`config.mk`:
```
export PLATFORM = sky130hd
export DESIGN_NAME = bp_page_window
export DESIGN_NICKNAME = d
export VERILOG_FILES = /design/src/rtl/bpw_pkg.sv /design/src/rtl/bpw_decode.sv /design/src/rtl/bpw_regs.sv /design/src/rtl/bpw_seq.sv /design/src/rtl/bp_page_window.sv
export SDC_FILE = /design/constraint.sdc
export NUM_CORES = 1
export LEC_CHECK = 0
export BUFFER_PORTS_ARGS = -buffer_cell sky130_fd_sc_hd__buf_2
export CAP_MARGIN = 15
export CORE_MARGIN = 4
export CORE_UTILIZATION = 25
export CTS_CLUSTER_SIZE = 8
export DETAILED_ROUTE_END_ITERATION = 16
export SKIP_CTS_REPAIR_TIMING = 1
export SYNTH_ARGS = -nofsm -noshare
export SYNTH_HDL_FRONTEND = slang
export SYNTH_HIERARCHICAL = 1
export SYNTH_SLANG_ARGS = --single-unit
```
`constraint.sdc`:
```
create_clock -name clk_i -period 1.96 [get_ports clk_i]
set_clock_uncertainty 0.05 [all_clocks]
set_input_delay 0 -clock clk_i [delete_from_list [all_inputs] [get_ports clk_i]]
set_output_delay 0 -clock clk_i [all_outputs]
set_load 0.02 [all_outputs]
```
`src/rtl/bpw_pkg.sv`:
```
package bpw_pkg;
  localparam int unsigned LA_W   = 24;
  localparam int unsigned DW     = 16;
  localparam int unsigned OFF_W  = 16;
  typedef enum logic [1:0] {ST_IDLE, ST_RD, ST_WR, ST_RMW} seq_st_e;
endpackage

```
`src/rtl/bpw_decode.sv`:
```
module bpw_decode #(
  parameter int unsigned LA_W      = 24,
  parameter int unsigned OFF_W     = 16,
  parameter logic [7:0]  WIN_TAG   = 8'h0E,
  parameter logic [15:0] PAGE_PORT = 16'h8130,
  parameter logic [15:0] STAT_PORT = 16'h8156
) (
  input  logic            io_i,
  input  logic [LA_W-1:0] addr_i,
  output logic            win_hit_o,
  output logic            page_hit_o,
  output logic            stat_hit_o,
  output logic            dram_hit_o
);
  localparam int unsigned TAG_W = LA_W - OFF_W;
  logic tag_match;
  assign tag_match  = (addr_i[LA_W-1:OFF_W] == TAG_W'(WIN_TAG));
  assign win_hit_o  = !io_i && tag_match;
  assign dram_hit_o = !io_i && !tag_match;
  // base plus three aliases on even ports within one 8-byte group
  assign page_hit_o = io_i && (addr_i[15:3] == PAGE_PORT[15:3]) && !addr_i[0];
  assign stat_hit_o = io_i && (addr_i[15:0] == STAT_PORT);
endmodule

```
`src/rtl/bpw_regs.sv`:
```
module bpw_regs #(
  parameter int unsigned PAGE_W = 6,
  parameter int unsigned DW     = 16
) (
  input  logic              clk_i,
  input  logic              rst_ni,
  input  logic              page_wr_i,
  input  logic              stat_wr_i,
  input  logic [DW-1:0]     wdata_i,
  input  logic              err_set_i,
  input  logic              done_i,
  input  logic              sel_stat_i,
  output logic [PAGE_W-1:0] page_o,
  output logic [DW-1:0]     rd_val_o,
  output logic              irq_o
);
  logic [PAGE_W-1:0] page_q;
  logic              berr_q, irq_en_q;

  always_ff @(posedge clk_i or negedge rst_ni) begin
    if (!rst_ni) begin
      page_q   <= '0;
      berr_q   <= 1'b0;
      irq_en_q <= 1'b0;
    end else begin
      if (page_wr_i) page_q <= wdata_i[PAGE_W-1:0];
      if (stat_wr_i) irq_en_q <= wdata_i[0];
      if (err_set_i)                   berr_q <= 1'b1;
      else if (stat_wr_i && wdata_i[1]) berr_q <= 1'b0;
    end
  end

  logic [DW-1:0] stat_val;
  always_comb begin
    stat_val    = '0;
    stat_val[7] = done_i;
    stat_val[1] = berr_q;
    stat_val[0] = irq_en_q;
  end

  assign page_o   = page_q;
  assign rd_val_o = sel_stat_i ? stat_val : DW'(page_q);
  assign irq_o    = berr_q && irq_en_q;


  berr_sticky_chk: assert property (@(posedge clk_i) disable iff (!rst_ni)
    berr_q && !(stat_wr_i && wdata_i[1]) |=> berr_q);

  berr_set_chk: assert property (@(posedge clk_i) disable iff (!rst_ni)
    err_set_i |=> berr_q);
endmodule

```
`src/rtl/bpw_seq.sv`:
```
module bpw_seq
  import bpw_pkg::*;
#(
  parameter int unsigned PAGE_W = 6,
  parameter int unsigned DW     = 16,
  parameter int unsigned LA_W   = 24,
  parameter int unsigned OFF_W  = 16,
  localparam int unsigned BA_W  = PAGE_W + OFF_W
) (
  input  logic              clk_i,
  input  logic              rst_ni,
  input  logic              lb_req_i,
  input  logic              lb_we_i,
  input  logic              lb_lock_i,
  input  logic [LA_W-1:0]   lb_addr_i,
  input  logic [DW-1:0]     lb_wdata_i,
  input  logic              win_hit_i,
  input  logic              reg_hit_i,
  input  logic              dram_hit_i,
  input  logic [PAGE_W-1:0] page_i,
  input  logic [DW-1:0]     reg_rdata_i,
  output logic              reg_wr_o,
  output logic              lb_ack_o,
  output logic [DW-1:0]     lb_rdata_o,
  output logic              bp_req_o,
  output logic              bp_we_o,
  output logic              bp_as_o,
  output logic [BA_W-1:0]   bp_addr_o,
  output logic [DW-1:0]     bp_wdata_o,
  input  logic [DW-1:0]     bp_rdata_i,
  input  logic              bp_ack_i,
  input  logic              bp_err_i,
  output logic              err_set_o,
  output logic              done_o,
  output logic              sl_stall_o
);
  seq_st_e         st_q;
  logic            ack_q, req_q, we_q, lock_rd_q, dram_lock_q;
  logic [BA_W-1:0] addr_q;
  logic [DW-1:0]   wdata_q, rdata_q;
  logic            io_ok, win_ok, resp, dram_lock_acc;

  assign resp   = req_q && (bp_ack_i || bp_err_i);
  assign io_ok  = lb_req_i && !ack_q && reg_hit_i && (st_q != ST_RD);
  assign win_ok = lb_req_i && !ack_q && win_hit_i &&
                  (st_q == ST_IDLE || st_q == ST_RMW);
  assign dram_lock_acc = lb_req_i && lb_lock_i && dram_hit_i;

  always_ff @(posedge clk_i or negedge rst_ni) begin
    if (!rst_ni) begin
      st_q      <= ST_IDLE;
      ack_q     <= 1'b0;
      req_q     <= 1'b0;
      we_q      <= 1'b0;
      lock_rd_q <= 1'b0;
      addr_q    <= '0;
      wdata_q   <= '0;
      rdata_q   <= '0;
    end else begin
      ack_q <= 1'b0;
      if (io_ok) begin
        ack_q   <= 1'b1;
        rdata_q <= reg_rdata_i;
      end
      unique case (st_q)
        ST_IDLE, ST_RMW: if (win_ok) begin
          addr_q    <= {page_i, lb_addr_i[OFF_W-1:0]};
          we_q      <= lb_we_i;
          wdata_q   <= lb_wdata_i;
          req_q     <= 1'b1;
          lock_rd_q <= lb_lock_i && !lb_we_i && (st_q == ST_IDLE);
          if (lb_we_i) begin
            ack_q <= 1'b1;  // posted
            st_q  <= ST_WR;
          end else begin
            st_q  <= ST_RD;
          end
        end
        ST_RD: if (resp) begin
          req_q   <= 1'b0;
          ack_q   <= 1'b1;
          rdata_q <= bp_err_i ? '1 : bp_rdata_i;
          st_q    <= lock_rd_q ? ST_RMW : ST_IDLE;
        end
        ST_WR: if (resp) begin
          req_q <= 1'b0;
          st_q  <= ST_IDLE;
        end
        default: st_q <= ST_IDLE;
      endcase
    end
  end

  always_ff @(posedge clk_i or negedge rst_ni) begin
    if (!rst_ni)            dram_lock_q <= 1'b0;
    else if (!lb_lock_i)    dram_lock_q <= 1'b0;
    else if (dram_lock_acc) dram_lock_q <= 1'b1;
  end

  assign reg_wr_o   = io_ok && lb_we_i;
  assign lb_ack_o   = ack_q;
  assign lb_rdata_o = rdata_q;
  assign bp_req_o   = req_q;
  assign bp_we_o    = we_q;
  assign bp_addr_o  = addr_q;
  assign bp_wdata_o = wdata_q;
  assign bp_as_o    = req_q || (st_q == ST_RMW);
  assign err_set_o  = req_q && bp_err_i;
  assign done_o     = (st_q == ST_IDLE);
  assign sl_stall_o = dram_lock_q || dram_lock_acc;


  bp_hold_chk: assert property (@(posedge clk_i) disable iff (!rst_ni)
    bp_req_o && !bp_ack_i && !bp_err_i |=>
      bp_req_o && $stable(bp_addr_o) && $stable(bp_wdata_o) && $stable(bp_we_o));

  rmw_as_chk: assert property (@(posedge clk_i) disable iff (!rst_ni)
    (st_q == ST_RD) && lock_rd_q && resp |=> bp_as_o && !bp_req_o);

  rd_after_wr_chk: assert property (@(posedge clk_i) disable iff (!rst_ni)
    (st_q == ST_WR) |=> !(bp_req_o && !bp_we_o));

  ack_pulse_chk: assert property (@(posedge clk_i) disable iff (!rst_ni)
    lb_ack_o |=> !lb_ack_o);
endmodule

```
`src/rtl/bp_page_window.sv`:
```
module bp_page_window
  import bpw_pkg::*;
#(
  parameter int unsigned PAGE_W    = 6,
  parameter logic [7:0]  WIN_TAG   = 8'h0E,
  parameter logic [15:0] PAGE_PORT = 16'h8130,
  parameter logic [15:0] STAT_PORT = 16'h8156,
  localparam int unsigned BA_W     = PAGE_W + OFF_W
) (
  input  logic              clk_i,
  input  logic              rst_ni,
  input  logic              lb_req_i,
  input  logic              lb_io_i,
  input  logic              lb_we_i,
  input  logic              lb_lock_i,
  input  logic [LA_W-1:0]   lb_addr_i,
  input  logic [DW-1:0]     lb_wdata_i,
  output logic              lb_ack_o,
  output logic [DW-1:0]     lb_rdata_o,
  output logic              bp_req_o,
  output logic              bp_we_o,
  output logic              bp_as_o,
  output logic [BA_W-1:0]   bp_addr_o,
  output logic [DW-1:0]     bp_wdata_o,
  input  logic [DW-1:0]     bp_rdata_i,
  input  logic              bp_ack_i,
  input  logic              bp_err_i,
  output logic              sl_stall_o,
  output logic              irq_o
);
  logic win_hit, page_hit, stat_hit, dram_hit, reg_wr, err_set, done;
  logic [PAGE_W-1:0] page;
  logic [DW-1:0]     reg_rdata;

  bpw_decode #(.LA_W(LA_W), .OFF_W(OFF_W), .WIN_TAG(WIN_TAG),
               .PAGE_PORT(PAGE_PORT), .STAT_PORT(STAT_PORT)) u_decode (
    .io_i(lb_io_i), .addr_i(lb_addr_i), .win_hit_o(win_hit),
    .page_hit_o(page_hit), .stat_hit_o(stat_hit), .dram_hit_o(dram_hit));

  bpw_regs #(.PAGE_W(PAGE_W), .DW(DW)) u_regs (
    .clk_i(clk_i), .rst_ni(rst_ni),
    .page_wr_i(reg_wr && page_hit), .stat_wr_i(reg_wr && stat_hit),
    .wdata_i(lb_wdata_i), .err_set_i(err_set), .done_i(done),
    .sel_stat_i(stat_hit), .page_o(page), .rd_val_o(reg_rdata), .irq_o(irq_o));

  bpw_seq #(.PAGE_W(PAGE_W), .DW(DW), .LA_W(LA_W), .OFF_W(OFF_W)) u_seq (
    .clk_i(clk_i), .rst_ni(rst_ni), .lb_req_i(lb_req_i), .lb_we_i(lb_we_i),
    .lb_lock_i(lb_lock_i), .lb_addr_i(lb_addr_i), .lb_wdata_i(lb_wdata_i),
    .win_hit_i(win_hit), .reg_hit_i(page_hit || stat_hit), .dram_hit_i(dram_hit),
    .page_i(page), .reg_rdata_i(reg_rdata), .reg_wr_o(reg_wr),
    .lb_ack_o(lb_ack_o), .lb_rdata_o(lb_rdata_o), .bp_req_o(bp_req_o),
    .bp_we_o(bp_we_o), .bp_as_o(bp_as_o), .bp_addr_o(bp_addr_o),
    .bp_wdata_o(bp_wdata_o), .bp_rdata_i(bp_rdata_i), .bp_ack_i(bp_ack_i),
    .bp_err_i(bp_err_i), .err_set_o(err_set), .done_o(done),
    .sl_stall_o(sl_stall_o));
endmodule

```
==> report_table.html, run 1 <==
<table>
<tr><th>Metric</th><th>Value</th></tr>
<tr><th colspan="2">Placed design</th></tr>
<tr><td>Placed wire-length estimate after detailed placement</td><td>6.49 mm</td></tr>
<tr><td>Input/output buffers</td><td>123</td></tr>
<tr><td>Cell area after placement</td><td>4220 um^2</td></tr>
<tr><td>Placer Congestion</td><td>0.760</td></tr>
<tr><td>DP Cell Count</td><td>566</td></tr>
<tr><th colspan="2">Critical path</th></tr>
<tr><td>CP arrival</td><td>2.01 ns</td></tr>
<tr><td>Critical path endpoint category</td><td>flip-flop</td></tr>
<tr><td>Largest fanout of any net on the critical path</td><td>17</td></tr>
<tr><td>Critical path required time</td><td>2.12 ns</td></tr>
<tr><td>Crit Path Class</td><td>reg -&gt; reg</td></tr>
<tr><td>Critical Path Source Type</td><td>flip-flop</td></tr>
<tr><th colspan="2">GRT</th></tr>
<tr><td>Overall global routing resource usage</td><td>11.5%</td></tr>
<tr><td>Number of antenna violations at the first check in global routing</td><td>0</td></tr>
<tr><td>Number of global-route vias before repair</td><td>2490</td></tr>
<tr><td>Leftover overflow at the end of global routing</td><td>0</td></tr>
<tr><td>First-pass GRT wire length</td><td>13.2 mm</td></tr>
<tr><td>Pin count of the biggest net entering global routing</td><td>70</td></tr>
<tr><th colspan="2">Yosys</th></tr>
<tr><td>Average size of a mapped cell</td><td>12.6 um^2</td></tr>
<tr><td>Synth Instances</td><td>266</td></tr>
<tr><td>Yosys reg bits</td><td>69</td></tr>
<tr><td>Number of enable flip-flop cells after synthesis</td><td>0</td></tr>
<tr><td>Warnings, synthesis</td><td>6</td></tr>
<tr><td>Share of synthesized registers carrying an async set or reset</td><td>100%</td></tr>
<tr><td>Leading area contributor after synthesis</td><td>dfrtp_1</td></tr>
<tr><td>Post-synthesis cell area</td><td>3360 um^2</td></tr>
<tr><td>Area share of the leading cell type in the synthesized netlist</td><td>51.3%</td></tr>
<tr><td>Cells taking the most area after synthesis</td><td>dfrtp_1 (51%), mux2_4 (21%), nand2_1 (3.8%), a31oi_1 (3.0%), nor3_1 (2.4%)</td></tr>
<tr><td>Number of distinct library cells after synthesis</td><td>41</td></tr>
<tr><td>Sequential cell area fraction in the yosys report</td><td>51.3%</td></tr>
<tr><td>Most used flip-flop cell after synthesis</td><td>dfrtp_1</td></tr>
<tr><th colspan="2">STA</th></tr>
<tr><td>Time the final worst path needs with I/O delays and setup</td><td>1.85 ns</td></tr>
<tr><td>RSZ-0062 raised after global routing</td><td>false</td></tr>
<tr><td>Count of final max-slew check failures</td><td>0</td></tr>
<tr><td>Highest achievable clock rate</td><td>542 MHz</td></tr>
<tr><td>Slew headroom</td><td>40.6%</td></tr>
<tr><td>Final setup vio count</td><td>0</td></tr>
<tr><td>Final hold vios</td><td>0</td></tr>
<tr><td>Share of the clock period used by the worst path after layout</td><td>94.2%</td></tr>
<tr><td>Worst Tran Pin Value</td><td>0.890 ns</td></tr>
<tr><th colspan="2">Power</th></tr>
<tr><td>Part of the power in registers</td><td>35.4%</td></tr>
<tr><td>Power share of the combinational group</td><td>23.1%</td></tr>
<tr><td>Clock group share of total power</td><td>41.5%</td></tr>
<tr><td>Static power due to leakage</td><td>0.00264 uW</td></tr>
<tr><td>Maximum ir drop on the vdd rail</td><td>0.000417 V</td></tr>
<tr><td>Net switching power of the design</td><td>1340 uW</td></tr>
<tr><td>Sw Share</td><td>27.5%</td></tr>
<tr><td>Power density of the placed cells</td><td>949 nW/um^2</td></tr>
<tr><td>Design internal power</td><td>3530 uW</td></tr>
<tr><th colspan="2">Floorplan</th></tr>
<tr><td>Number of top-level design ports</td><td>124</td></tr>
<tr><td>Die span in y</td><td>124 um</td></tr>
<tr><td>Horizontal extent of the die</td><td>124 um</td></tr>
<tr><td>Initial Utilization</td><td>25.5%</td></tr>
<tr><td>Area of the core region</td><td>13200 um^2</td></tr>
<tr><td>DIE AREA</td><td>15400 um^2</td></tr>
<tr><td>Site Rows</td><td>42</td></tr>
<tr><th colspan="2">CTS</th></tr>
<tr><td>CTS Buffer Depth</td><td>2</td></tr>
<tr><td>Clock tree from TritonCTS</td><td>yes</td></tr>
<tr><td>Htree depth</td><td>3</td></tr>
<tr><td>Clk_lat worst skew</td><td>0.33 ns</td></tr>
<tr><td>Root Buffer</td><td>clkbuf_16</td></tr>
<tr><td>CTS sink cnt</td><td>69</td></tr>
<tr><td>Worst-path clk slew</td><td>0.06 ns</td></tr>
<tr><td>CTS Buf Count</td><td>9</td></tr>
<tr><th colspan="2">Route</th></tr>
<tr><td>DRC violations left</td><td>0</td></tr>
<tr><td>Total vias in the final route</td><td>2743</td></tr>
<tr><td>Initial DRT Pass Iterations</td><td>4</td></tr>
<tr><td>Initial detailed-routing violation count</td><td>100</td></tr>
<tr><td>Final routed wire length divided by cell count</td><td>14.9 um</td></tr>
<tr><td>Count of nets left with antenna violations after detail routing</td><td>0</td></tr>
<tr><td>Ratio of routed vias to standard cells</td><td>4.31</td></tr>
<tr><td>Routed wire length</td><td>9.47 mm</td></tr>
<tr><th colspan="2">Final layout</th></tr>
<tr><td>Post-Layout Cell Count</td><td>637</td></tr>
<tr><td>Layout area overhead</td><td>52.8%</td></tr>
<tr><td>Inserted Diodes</td><td>0</td></tr>
<tr><td>Fraction of final layout cells sized beyond drive strength 1</td><td>47.1%</td></tr>
<tr><td>Multi-input logic area</td><td>1500 um^2</td></tr>
<tr><td>Storage cell area</td><td>1730 um^2</td></tr>
<tr><td>Fill cell instance count of the final layout</td><td>1285</td></tr>
<tr><td>Nets</td><td>525</td></tr>
<tr><td>Final design area excluding fillers</td><td>5140 um^2</td></tr>
<tr><th colspan="2">Outcome</th></tr>
<tr><td>Run status</td><td>completed</td></tr>
<tr><th colspan="2">Flow run</th></tr>
<tr><td>Number of max-capacitance violations reported</td><td>0</td></tr>
<tr><th colspan="2">Hold path</th></tr>
<tr><td>Path type of the worst min-delay path</td><td>in -&gt; reg</td></tr>
</table>
[metal layers]
metal	part of all wire (%)	vias up	global-route usage, %
li1	-	1303	-
met1	45	1315	14.9
met2	46	111	18.0
met3	7.0	14	3.22
met4	1.7	0	4.65
met5	0	-	0
[power by group through the flow]
stage | Combinational, uW | Sequential, uW | Clock (uW)
floorplan | 439 | 1930 | 0
global placement | 1030 | 1740 | 0
detailed placement | 1040 | 1750 | 0
CTS | 1050 | 1730 | 2090
global route | 1230 | 1750 | 2130
finish | 1120 | 1730 | 2020
[per-stage QoR]
stage                     util [%]  total power (uW)  hold WS (ns)  setup WS (ns)  TNS (ns)
after global placement        32.0              2770         0.128        -0.0848    -0.504
after global routing          38.9              5110        0.0797        0.00188         0
after CTS                     34.8              4860        -0.226         0.0745         0
after floorplan                  -              2370        -0.346        0.00149         0
final                         38.9              4870        0.0514          0.114         0
after detailed placement      32.0              2790         0.141        -0.0990    -0.560
[sequential cells by signal, indices dropped and copies added (netlist names)]
register and flops:
u_seq/dram_lock_q 1, u_seq/bp_addr_o 22, u_regs/berr_q 1, u_seq/lb_rdata_o 16, u_regs/page_o 6, u_seq/lb_ack_o 1
u_seq/st_q 2, u_seq/bp_wdata_o 16, u_regs/irq_en_q 1, u_seq/bp_we_o 1, u_seq/bp_req_o 1, u_seq/lock_rd_q 1
[worst max-delay path, cell delays in order, from the launching register on]
cell     delay, ns
dfrtp_1       0.41
inv_1         0.10
ha_1          0.31
and2b_4       0.33
buf_12        0.20
mux2_4        0.32
[cells by family (layout without fill, tap and decap cells)]
kind of cell    Yosys count  after routing  share of synthesized area [%]
simple gates             86             86                           13.8
flops                    69             69                           51.3
mux                      49             49                           21.5
compound gates           29             29                           5.77
buf+inv                  27            214                           5.62
fa+ha+maj                 5              5                           1.86
other cells               1              9                          0.112
[Yosys cell counts, drive strengths merged, types with 2 or more instances]
cell and number:
nand4 2, and2 6, or2 2, and3b 3
dfrtp 69, mux2 49, nor4 2, a21oi 2
buf 20, nand2 34, nor3 16, o22a 3
o21ai 2, ha 5, clkbuf 4, nor2 6
and2b 2, nor2b 6, inv 3, a31oi 16
[final timing paths]
check	endpoint	cells after the start	from	slack, ns
min in group asynchronous	u_seq/lb_rdata_o[6]	2	rst_ni	0.28
min reg2reg	u_seq/bp_wdata_o[9]	1	u_seq/bp_wdata_o[9]	0.45
max	u_seq/bp_wdata_o[6]	5	u_seq/st_q[0]	0.11
max reg2reg	u_seq/bp_wdata_o[6]	5	u_seq/st_q[0]	0.11
max in group asynchronous	u_seq/bp_addr_o[4]	2	rst_ni	0.99
min	u_seq/dram_lock_q	3	lb_req_i	0.05
[final cells by class]
class                      instances  area share (%)
sequential                        69            33.6
multi-input combinational        178            29.2
timing repair buffer             195            25.4
clock buffer                      10            4.65
tap                              176            4.29
clock inverter                     6            2.61
inverter                           3           0.219
[placed cells by master, fill, tap and decap left out, types with 2 or more instances in the layout]
cell type      netlist  final
and3b_1              3      3
nand4_1              2      2
ha_1                 5      5
o22a_1               3      3
buf_4               10     19
nor2_1               6      5
dfrtp_1             69     69
nand2_1             34     34
mux2_2               3      3
buf_2                4    122
conb_1               1      9
and2_1               5      5
clkbuf_16            0      9
dlygate4sd3_1        0     52
inv_1                3      3
a31oi_1             16     16
nor3_1              16     16
o21ai_0              2      2
bufinv_16            0      4
a21oi_1              2      2
mux2_4              46     46
nor2b_1              6      6
Power figures use the tool's default switching activity.
==> inputs of run 2 (changes only) <==
Settings changed: MAX_ROUTING_LAYER from default to met4.
==> report_table.html, run 2 (synthesis gave the netlist of run 1 again) <==
<table>
<tr><th>Metric</th><th>Value</th></tr>
<tr><th colspan="2">STA</th></tr>
<tr><td>Worst Tran Pin Value</td><td>0.893 ns (+0.00281 ns)</td></tr>
<tr><td>Highest achievable clock rate</td><td>542 MHz (+0.13%)</td></tr>
<tr><td>Setup_tns</td><td>0 ns (unchanged)</td></tr>
<tr><td>Final hold vios</td><td>0 (unchanged)</td></tr>
<tr><td>RSZ-0062 raised after global routing</td><td>false</td></tr>
<tr><td>Slew headroom</td><td>40.4% (-0.19 points)</td></tr>
<tr><td>Time the final worst path needs with I/O delays and setup</td><td>1.84 ns (-0.00242 ns)</td></tr>
<tr><td>Final setup vio count</td><td>0 (unchanged)</td></tr>
<tr><td>Count of final max-slew check failures</td><td>0 (unchanged)</td></tr>
<tr><td>Share of the clock period used by the worst path after layout</td><td>94.1% (-0.12 points)</td></tr>
<tr><th colspan="2">CTS</th></tr>
<tr><td>Root Buffer</td><td>clkbuf_16</td></tr>
<tr><td>Clock tree from TritonCTS</td><td>yes</td></tr>
<tr><td>Clk_lat worst skew</td><td>0.33 ns (about the same)</td></tr>
<tr><td>CTS Buf Count</td><td>9 (unchanged)</td></tr>
<tr><td>CTS Buffer Depth</td><td>2 (unchanged)</td></tr>
<tr><td>CTS sink cnt</td><td>69 (unchanged)</td></tr>
<tr><td>Worst-path clk slew</td><td>0.06 ns (about the same)</td></tr>
<tr><td>Htree depth</td><td>3 (unchanged)</td></tr>
<tr><th colspan="2">Critical path</th></tr>
<tr><td>Register-to-register setup slack</td><td>0.12 ns (about the same)</td></tr>
<tr><td>Cells traversed along the worst timing path</td><td>inv_1 &gt; ha_1 &gt; and2b_4 &gt; buf_12 &gt; mux2_4</td></tr>
<tr><td>Slowest cell delay on critical path</td><td>0.40 ns (about the same)</td></tr>
<tr><td>Worst path top cell family by delay</td><td>flip-flops</td></tr>
<tr><td>Worst Setup SP</td><td>u_seq/st_q[0]</td></tr>
<tr><td>Largest fanout of any net on the critical path</td><td>17 (unchanged)</td></tr>
<tr><td>Launching point of the worst reg2reg path</td><td>u_seq/st_q[0]</td></tr>
<tr><td>Critical Path Source Type</td><td>flip-flop</td></tr>
<tr><td>Reg2Reg Depth</td><td>5 (unchanged)</td></tr>
<tr><td>Destination of the worst register-to-register timing path</td><td>u_seq/bp_wdata_o[6]</td></tr>
<tr><td>Critical path required time</td><td>2.12 ns (about the same)</td></tr>
<tr><td>Crit Path Class</td><td>reg -&gt; reg</td></tr>
<tr><td>Critical path endpoint category</td><td>flip-flop</td></tr>
<tr><td>Buffers plus inverters on the worst setup path</td><td>2 (unchanged)</td></tr>
<tr><td>CP arrival</td><td>2.00 ns (about the same)</td></tr>
<tr><td>Crit path max-delay cell type</td><td>dfrtp_1</td></tr>
<tr><th colspan="2">Floorplan</th></tr>
<tr><td>Die span in y</td><td>124 um (unchanged)</td></tr>
<tr><td>Number of top-level design ports</td><td>124 (unchanged)</td></tr>
<tr><td>Area of the core region</td><td>13200 um^2 (unchanged)</td></tr>
<tr><td>Initial Utilization</td><td>25.5% (unchanged)</td></tr>
<tr><td>DIE AREA</td><td>15400 um^2 (unchanged)</td></tr>
<tr><td>Site Rows</td><td>42 (unchanged)</td></tr>
<tr><td>Horizontal extent of the die</td><td>124 um (unchanged)</td></tr>
<tr><th colspan="2">Route</th></tr>
<tr><td>Ratio of routed vias to standard cells</td><td>4.31 (+0.15%)</td></tr>
<tr><td>Final routed wire length divided by cell count</td><td>14.8 um (-0.35%)</td></tr>
<tr><td>Count of nets left with antenna violations after detail routing</td><td>0 (unchanged)</td></tr>
<tr><td>DRC violations left</td><td>0 (unchanged)</td></tr>
<tr><td>Total vias in the final route</td><td>2747 (+0.15%)</td></tr>
<tr><td>Initial DRT Pass Iterations</td><td>4 (unchanged)</td></tr>
<tr><td>Routed wire length</td><td>9.44 mm (-0.35%)</td></tr>
<tr><td>Initial detailed-routing violation count</td><td>86 (-14%)</td></tr>
<tr><th colspan="2">Final layout</th></tr>
<tr><td>Number of flip-flops under the largest register name</td><td>22 (unchanged)</td></tr>
<tr><td>Leading cell type in the layout, fill and taps excluded</td><td>buf_2</td></tr>
<tr><td>Inserted Diodes</td><td>0 (unchanged)</td></tr>
<tr><td>Most frequent cells in the layout</td><td>buf_2 (122), dfrtp_1 (69), dlygate4sd3_1 (52)</td></tr>
<tr><td>Post-Route Utilization</td><td>38.9% (unchanged)</td></tr>
<tr><td>Fraction of final layout cells sized beyond drive strength 1</td><td>47.1% (unchanged)</td></tr>
<tr><td>Layout area overhead</td><td>52.8% (unchanged)</td></tr>
<tr><td>Final design area excluding fillers</td><td>5140 um^2 (unchanged)</td></tr>
<tr><td>Nets</td><td>525 (unchanged)</td></tr>
<tr><th colspan="2">Hold path</th></tr>
<tr><td>Count of cells along the worst hold path</td><td>3 (unchanged)</td></tr>
<tr><td>Startpoint of the lowest-slack hold path</td><td>lb_req_i</td></tr>
<tr><td>Worst-case hold path end point</td><td>u_seq/dram_lock_q</td></tr>
<tr><td>Path type of the worst min-delay path</td><td>in -&gt; reg</td></tr>
<tr><th colspan="2">Placed design</th></tr>
<tr><td>Cell area after placement</td><td>4220 um^2 (unchanged)</td></tr>
<tr><td>Placed wire-length estimate after detailed placement</td><td>6.49 mm (unchanged)</td></tr>
<tr><td>Input/output buffers</td><td>123 (unchanged)</td></tr>
<tr><td>Placer Congestion</td><td>0.770 (+1.3%)</td></tr>
<tr><th colspan="2">Power</th></tr>
<tr><td>Power density of the placed cells</td><td>947 nW/um^2 (-0.13%)</td></tr>
<tr><td>Static power due to leakage</td><td>0.00264 uW (unchanged)</td></tr>
<tr><td>Maximum ir drop on the vdd rail</td><td>0.000418 V (+0.32%)</td></tr>
<tr><th colspan="2">GRT</th></tr>
<tr><td>Number of antenna violations at the first check in global routing</td><td>0 (unchanged)</td></tr>
<tr><td>Overall global routing resource usage</td><td>11.8% (+0.34 points)</td></tr>
<tr><td>Pin count of the biggest net entering global routing</td><td>70 (unchanged)</td></tr>
<tr><td>First-pass GRT wire length</td><td>13.2 mm (about the same)</td></tr>
<tr><td>Number of global-route vias before repair</td><td>2499 (+0.36%)</td></tr>
<tr><td>Leftover overflow at the end of global routing</td><td>0 (unchanged)</td></tr>
<tr><th colspan="2">Flow run</th></tr>
<tr><td>Number of max-capacitance violations reported</td><td>0 (unchanged)</td></tr>
<tr><th colspan="2">Outcome</th></tr>
<tr><td>Run status</td><td>completed</td></tr>
</table>
[run 2: final cells by class]
type	count	area [um^2]
Fill cell	1285	8050
Sequential cell	69	1730
Multi-Input combinational cell	178	1500
Timing Repair Buffer	195	1310
Clock buffer	10	239
Tap cell	176	220
Clock inverter	6	134
Inverter	3	11.3
[run 2: metrics by stage]
step           cells  hold WS, ns  total power, uW  setup WS (ns)
2_1_floorplan    274       -0.346             2370        0.00149
3_3_place_gp     566        0.128             2770        -0.0848
3_5_place_dp     566        0.141             2790        -0.0990
4_1_cts          582       -0.226             4860         0.0745
5_1_grt          637       0.0795             5110        0.00189
6_report         637       0.0516             4870          0.117
[run 2: worst register-to-register path, cell delays in order, from the launching register on]
cell and delay (ns):
dfrtp_1 0.40, inv_1 0.10, ha_1 0.31, and2b_4 0.33
buf_12 0.20, mux2_4 0.33
[run 2: where the power goes]
group          total (uW)  internal, uW  switching, uW  leakage (uW)
logic                1120           516            601       0.00150
clock network        2020          1410            617      0.000183
registers            1730          1610            115      0.000955
[run 2: metal layers]
metal	up-vias	track usage (%)	part of all wire, %
met5	-	-	0
met3	15	3.18	6.7
met4	0	4.65	1.7
met2	108	18.0	46
li1	1305	-	-
met1	1319	15.0	45
[run 2: worst max-delay path by stage]
stage                                      end  slack, ns  cells past startpoint
after detailed placement      u_regs/page_o[3]       -0.1                     10
after global placement        u_regs/page_o[5]      -0.08                     10
after global routing          u_regs/page_o[3]      0.002                      6
final                      u_seq/bp_wdata_o[6]       0.12                      5
after CTS                 u_seq/lb_rdata_o[13]       0.07                      7
after floorplan               u_regs/page_o[0]      0.001                     11
==> inputs of run 3 (changes only) <==
Settings changed: REMOVE_ABC_BUFFERS from default to 1.
==> report_table.html, run 3 (synthesis gave the netlist of run 1 again) <==
<table>
<tr><th>Metric</th><th>Value</th></tr>
<tr><th colspan="2">Final layout</th></tr>
<tr><td>Most frequent cells in the layout</td><td>buf_2 (122), dfrtp_1 (69), dlygate4sd3_1 (52)</td></tr>
<tr><td>Nets</td><td>516 (-1.7%)</td></tr>
<tr><td>Fraction of final layout cells sized beyond drive strength 1</td><td>45.8% (-1.3 points)</td></tr>
<tr><td>Number of flip-flops under the largest register name</td><td>22 (unchanged)</td></tr>
<tr><td>Inserted Diodes</td><td>0 (unchanged)</td></tr>
<tr><td>Final design area excluding fillers</td><td>5010 um^2 (-2.5%)</td></tr>
<tr><td>Fill cell instance count of the final layout</td><td>1285 (unchanged)</td></tr>
<tr><td>Post-Route Utilization</td><td>38.0% (-0.97 points)</td></tr>
<tr><td>Storage cell area</td><td>1730 um^2 (unchanged)</td></tr>
<tr><td>Multi-input logic area</td><td>1490 um^2 (-0.50%)</td></tr>
<tr><td>Layout area overhead</td><td>49.0%</td></tr>
<tr><td>Leading cell type in the layout, fill and taps excluded</td><td>buf_2</td></tr>
<tr><th colspan="2">Floorplan</th></tr>
<tr><td>DIE AREA</td><td>15400 um^2 (unchanged)</td></tr>
<tr><td>Initial Utilization</td><td>25.5% (unchanged)</td></tr>
<tr><td>Site Rows</td><td>42 (unchanged)</td></tr>
<tr><td>Horizontal extent of the die</td><td>124 um (unchanged)</td></tr>
<tr><td>Area of the core region</td><td>13200 um^2 (unchanged)</td></tr>
<tr><td>Number of top-level design ports</td><td>124 (unchanged)</td></tr>
<tr><td>Die span in y</td><td>124 um (unchanged)</td></tr>
<tr><th colspan="2">Critical path</th></tr>
<tr><td>Launching point of the worst reg2reg path</td><td>u_seq/st_q[0]</td></tr>
<tr><td>Reg2Reg Depth</td><td>5 (unchanged)</td></tr>
<tr><td>Register-to-register setup slack</td><td>0.12 ns (about the same)</td></tr>
<tr><td>Crit Path Class</td><td>reg -&gt; reg</td></tr>
<tr><td>Largest fanout of any net on the critical path</td><td>23 (+6)</td></tr>
<tr><td>CP arrival</td><td>2.01 ns (about the same)</td></tr>
<tr><td>Critical path required time</td><td>2.13 ns (about the same)</td></tr>
<tr><td>Destination of the worst register-to-register timing path</td><td>u_seq/bp_addr_o[4]</td></tr>
<tr><td>Critical path endpoint category</td><td>flip-flop</td></tr>
<tr><td>Critical Path Source Type</td><td>flip-flop</td></tr>
<tr><td>Worst Setup SP</td><td>u_seq/st_q[0]</td></tr>
<tr><th colspan="2">Outcome</th></tr>
<tr><td>Run status</td><td>completed</td></tr>
<tr><th colspan="2">GRT</th></tr>
<tr><td>Number of global-route vias before repair</td><td>2529 (+1.2%)</td></tr>
<tr><td>Pin count of the biggest net entering global routing</td><td>70 (unchanged)</td></tr>
<tr><td>Number of antenna violations at the first check in global routing</td><td>0 (unchanged)</td></tr>
<tr><td>Leftover overflow at the end of global routing</td><td>0 (unchanged)</td></tr>
<tr><td>Overall global routing resource usage</td><td>11.5% (-0.31 points)</td></tr>
<tr><td>First-pass GRT wire length</td><td>13.1 mm (-0.73%)</td></tr>
<tr><th colspan="2">Route</th></tr>
<tr><td>Ratio of routed vias to standard cells</td><td>4.25 (-1.5%)</td></tr>
<tr><td>Count of nets left with antenna violations after detail routing</td><td>0 (unchanged)</td></tr>
<tr><td>Initial detailed-routing violation count</td><td>160 (+86%)</td></tr>
<tr><td>Total vias in the final route</td><td>2667 (-2.9%)</td></tr>
<tr><td>DRC violations left</td><td>0 (unchanged)</td></tr>
<tr><td>Initial DRT Pass Iterations</td><td>4 (unchanged)</td></tr>
<tr><td>Final routed wire length divided by cell count</td><td>14.3 um (-3.7%)</td></tr>
<tr><td>Routed wire length</td><td>8.97 mm (-5.0%)</td></tr>
<tr><th colspan="2">Hold path</th></tr>
<tr><td>Worst-case hold path end point</td><td>u_seq/dram_lock_q</td></tr>
<tr><td>Path type of the worst min-delay path</td><td>in -&gt; reg</td></tr>
<tr><td>Startpoint of the lowest-slack hold path</td><td>lb_req_i</td></tr>
<tr><td>Count of cells along the worst hold path</td><td>3 (unchanged)</td></tr>
<tr><th colspan="2">Power</th></tr>
<tr><td>Part of the power in registers</td><td>38.6% (+3.1 points)</td></tr>
<tr><td>Net switching power of the design</td><td>1340 uW (+0.58%)</td></tr>
<tr><td>Static power due to leakage</td><td>0.00256 uW (-2.8%)</td></tr>
<tr><td>Tot Pwr</td><td>4450 uW (-8.5%)</td></tr>
<tr><td>Clock group share of total power</td><td>36.5% (-5.1 points)</td></tr>
<tr><td>Power share of the combinational group</td><td>24.9% (+1.9 points)</td></tr>
<tr><td>Power density of the placed cells</td><td>889 nW/um^2 (-6.2%)</td></tr>
<tr><td>Maximum ir drop on the vdd rail</td><td>0.000383 V (-8.4%)</td></tr>
<tr><td>Design internal power</td><td>3110 uW (-12%)</td></tr>
<tr><td>Sw Share</td><td>30.1% (+2.7 points)</td></tr>
<tr><th colspan="2">STA</th></tr>
<tr><td>Slew headroom</td><td>41.0% (+0.52 points)</td></tr>
<tr><td>Least setup slack across all paths after layout</td><td>0.119 ns (+0.00206 ns)</td></tr>
<tr><td>Final hold vios</td><td>0 (unchanged)</td></tr>
<tr><td>RSZ-0062 raised after global routing</td><td>false</td></tr>
<tr><td>Final setup vio count</td><td>0 (unchanged)</td></tr>
<tr><td>Time the final worst path needs with I/O delays and setup</td><td>1.84 ns (-0.00206 ns)</td></tr>
<tr><td>Worst Tran Pin Value</td><td>0.885 ns (-0.00784 ns)</td></tr>
<tr><td>Highest achievable clock rate</td><td>543 MHz (+0.11%)</td></tr>
<tr><td>Count of final max-slew check failures</td><td>0 (unchanged)</td></tr>
<tr><td>Share of the clock period used by the worst path after layout</td><td>93.9% (-0.11 points)</td></tr>
<tr><th colspan="2">CTS</th></tr>
<tr><td>Worst-path clk slew</td><td>0.06 ns (about the same)</td></tr>
<tr><td>Htree depth</td><td>3 (unchanged)</td></tr>
<tr><td>Clock tree from TritonCTS</td><td>yes</td></tr>
<tr><td>CTS sink cnt</td><td>69 (unchanged)</td></tr>
<tr><td>Root Buffer</td><td>clkbuf_16</td></tr>
<tr><td>CTS Buf Count</td><td>9 (unchanged)</td></tr>
<tr><td>CTS Buffer Depth</td><td>2 (unchanged)</td></tr>
<tr><td>Clk_lat worst skew</td><td>0.33 ns (about the same)</td></tr>
<tr><th colspan="2">Placed design</th></tr>
<tr><td>Cell area after placement</td><td>4190 um^2 (-0.65%)</td></tr>
<tr><td>Input/output buffers</td><td>123 (unchanged)</td></tr>
<tr><td>Placed wire-length estimate after detailed placement</td><td>6.14 mm (-5.4%)</td></tr>
<tr><td>Worst slack at placement</td><td>-0.109 ns (-0.0100 ns)</td></tr>
<tr><td>Placer Congestion</td><td>0.794 (+3.1%)</td></tr>
<tr><th colspan="2">Flow run</th></tr>
<tr><td>Number of max-capacitance violations reported</td><td>0 (unchanged)</td></tr>
</table>
## run 3: cell count changes in the layout (fill, tap and decap cells not counted)
| cell | delta |
|---|---|
| buf_12 | +2 |
| buf_6 | -1 |
| bufinv_16 | -3 |
| buf_4 | -10 |
| clkinv_4 | +1 |
| clkinv_2 | +1 |
| inv_6 | +1 |
| clkinvlp_4 | +1 |
| clkbuf_8 | -1 |
| nor2_4 | -1 |
| nor2_1 | +1 |
## run 3: cell type report
type	instances	share of cell area [%]
Multi-Input combinational cell	178	29.8
Timing Repair Buffer	186	25.1
Clock buffer	9	4.50
Sequential cell	69	34.5
Inverter	3	0.225
Clock inverter	7	1.47
Tap cell	176	4.40
## run 3: power by group through the flow
stage	Combinational, uW	Clock, uW	Sequential [uW]
after CTS	1040	1680	1720
after floorplan	420	0	1930
after global routing	1220	1740	1750
after global placement	1010	0	1740
final	1110	1630	1720
after detailed placement	1030	0	1750
## run 3: critical path, stage by stage, from the launching register on
cell	delay (ns)
dfrtp_1	0.41
inv_1	0.10
ha_1	0.31
and2b_4	0.30
buf_12	0.22
mux2_4	0.32
## run 3: per-stage QoR
stage	TNS, ns	instances	hold slack [ns]
finish	0	628	0.0492
floorplan	-10.17	250	-0.346
detailed placement	-0.635	560	0.144
CTS	0	576	-0.222
global placement	-0.345	560	0.129
global route	0	628	0.0586
## run 3: worst max-delay path by stage
| stage | slack (ns) | to |
|---|---|---|
| finish | 0.12 | u_seq/bp_addr_o[4] |
| detailed placement | -0.11 | u_regs/page_o[3] |
| CTS | 0.10 | u_regs/page_o[3] |
| floorplan | -0.68 | u_seq/lb_ack_o |
| global placement | -0.06 | u_regs/page_o[5] |
| global route | 0.03 | u_regs/page_o[3] |
## run 3: metal layers
layer  track usage (%)  routed length, um  up-vias  share of wire [%]
met4              4.52                122        0                1.4
met3              2.63                481       11                5.4
met2              18.5               4480       82                 50
li1                  -                  -     1280                  -
met1              14.0               3880     1294                 43
met5                 -                  0        -                  0
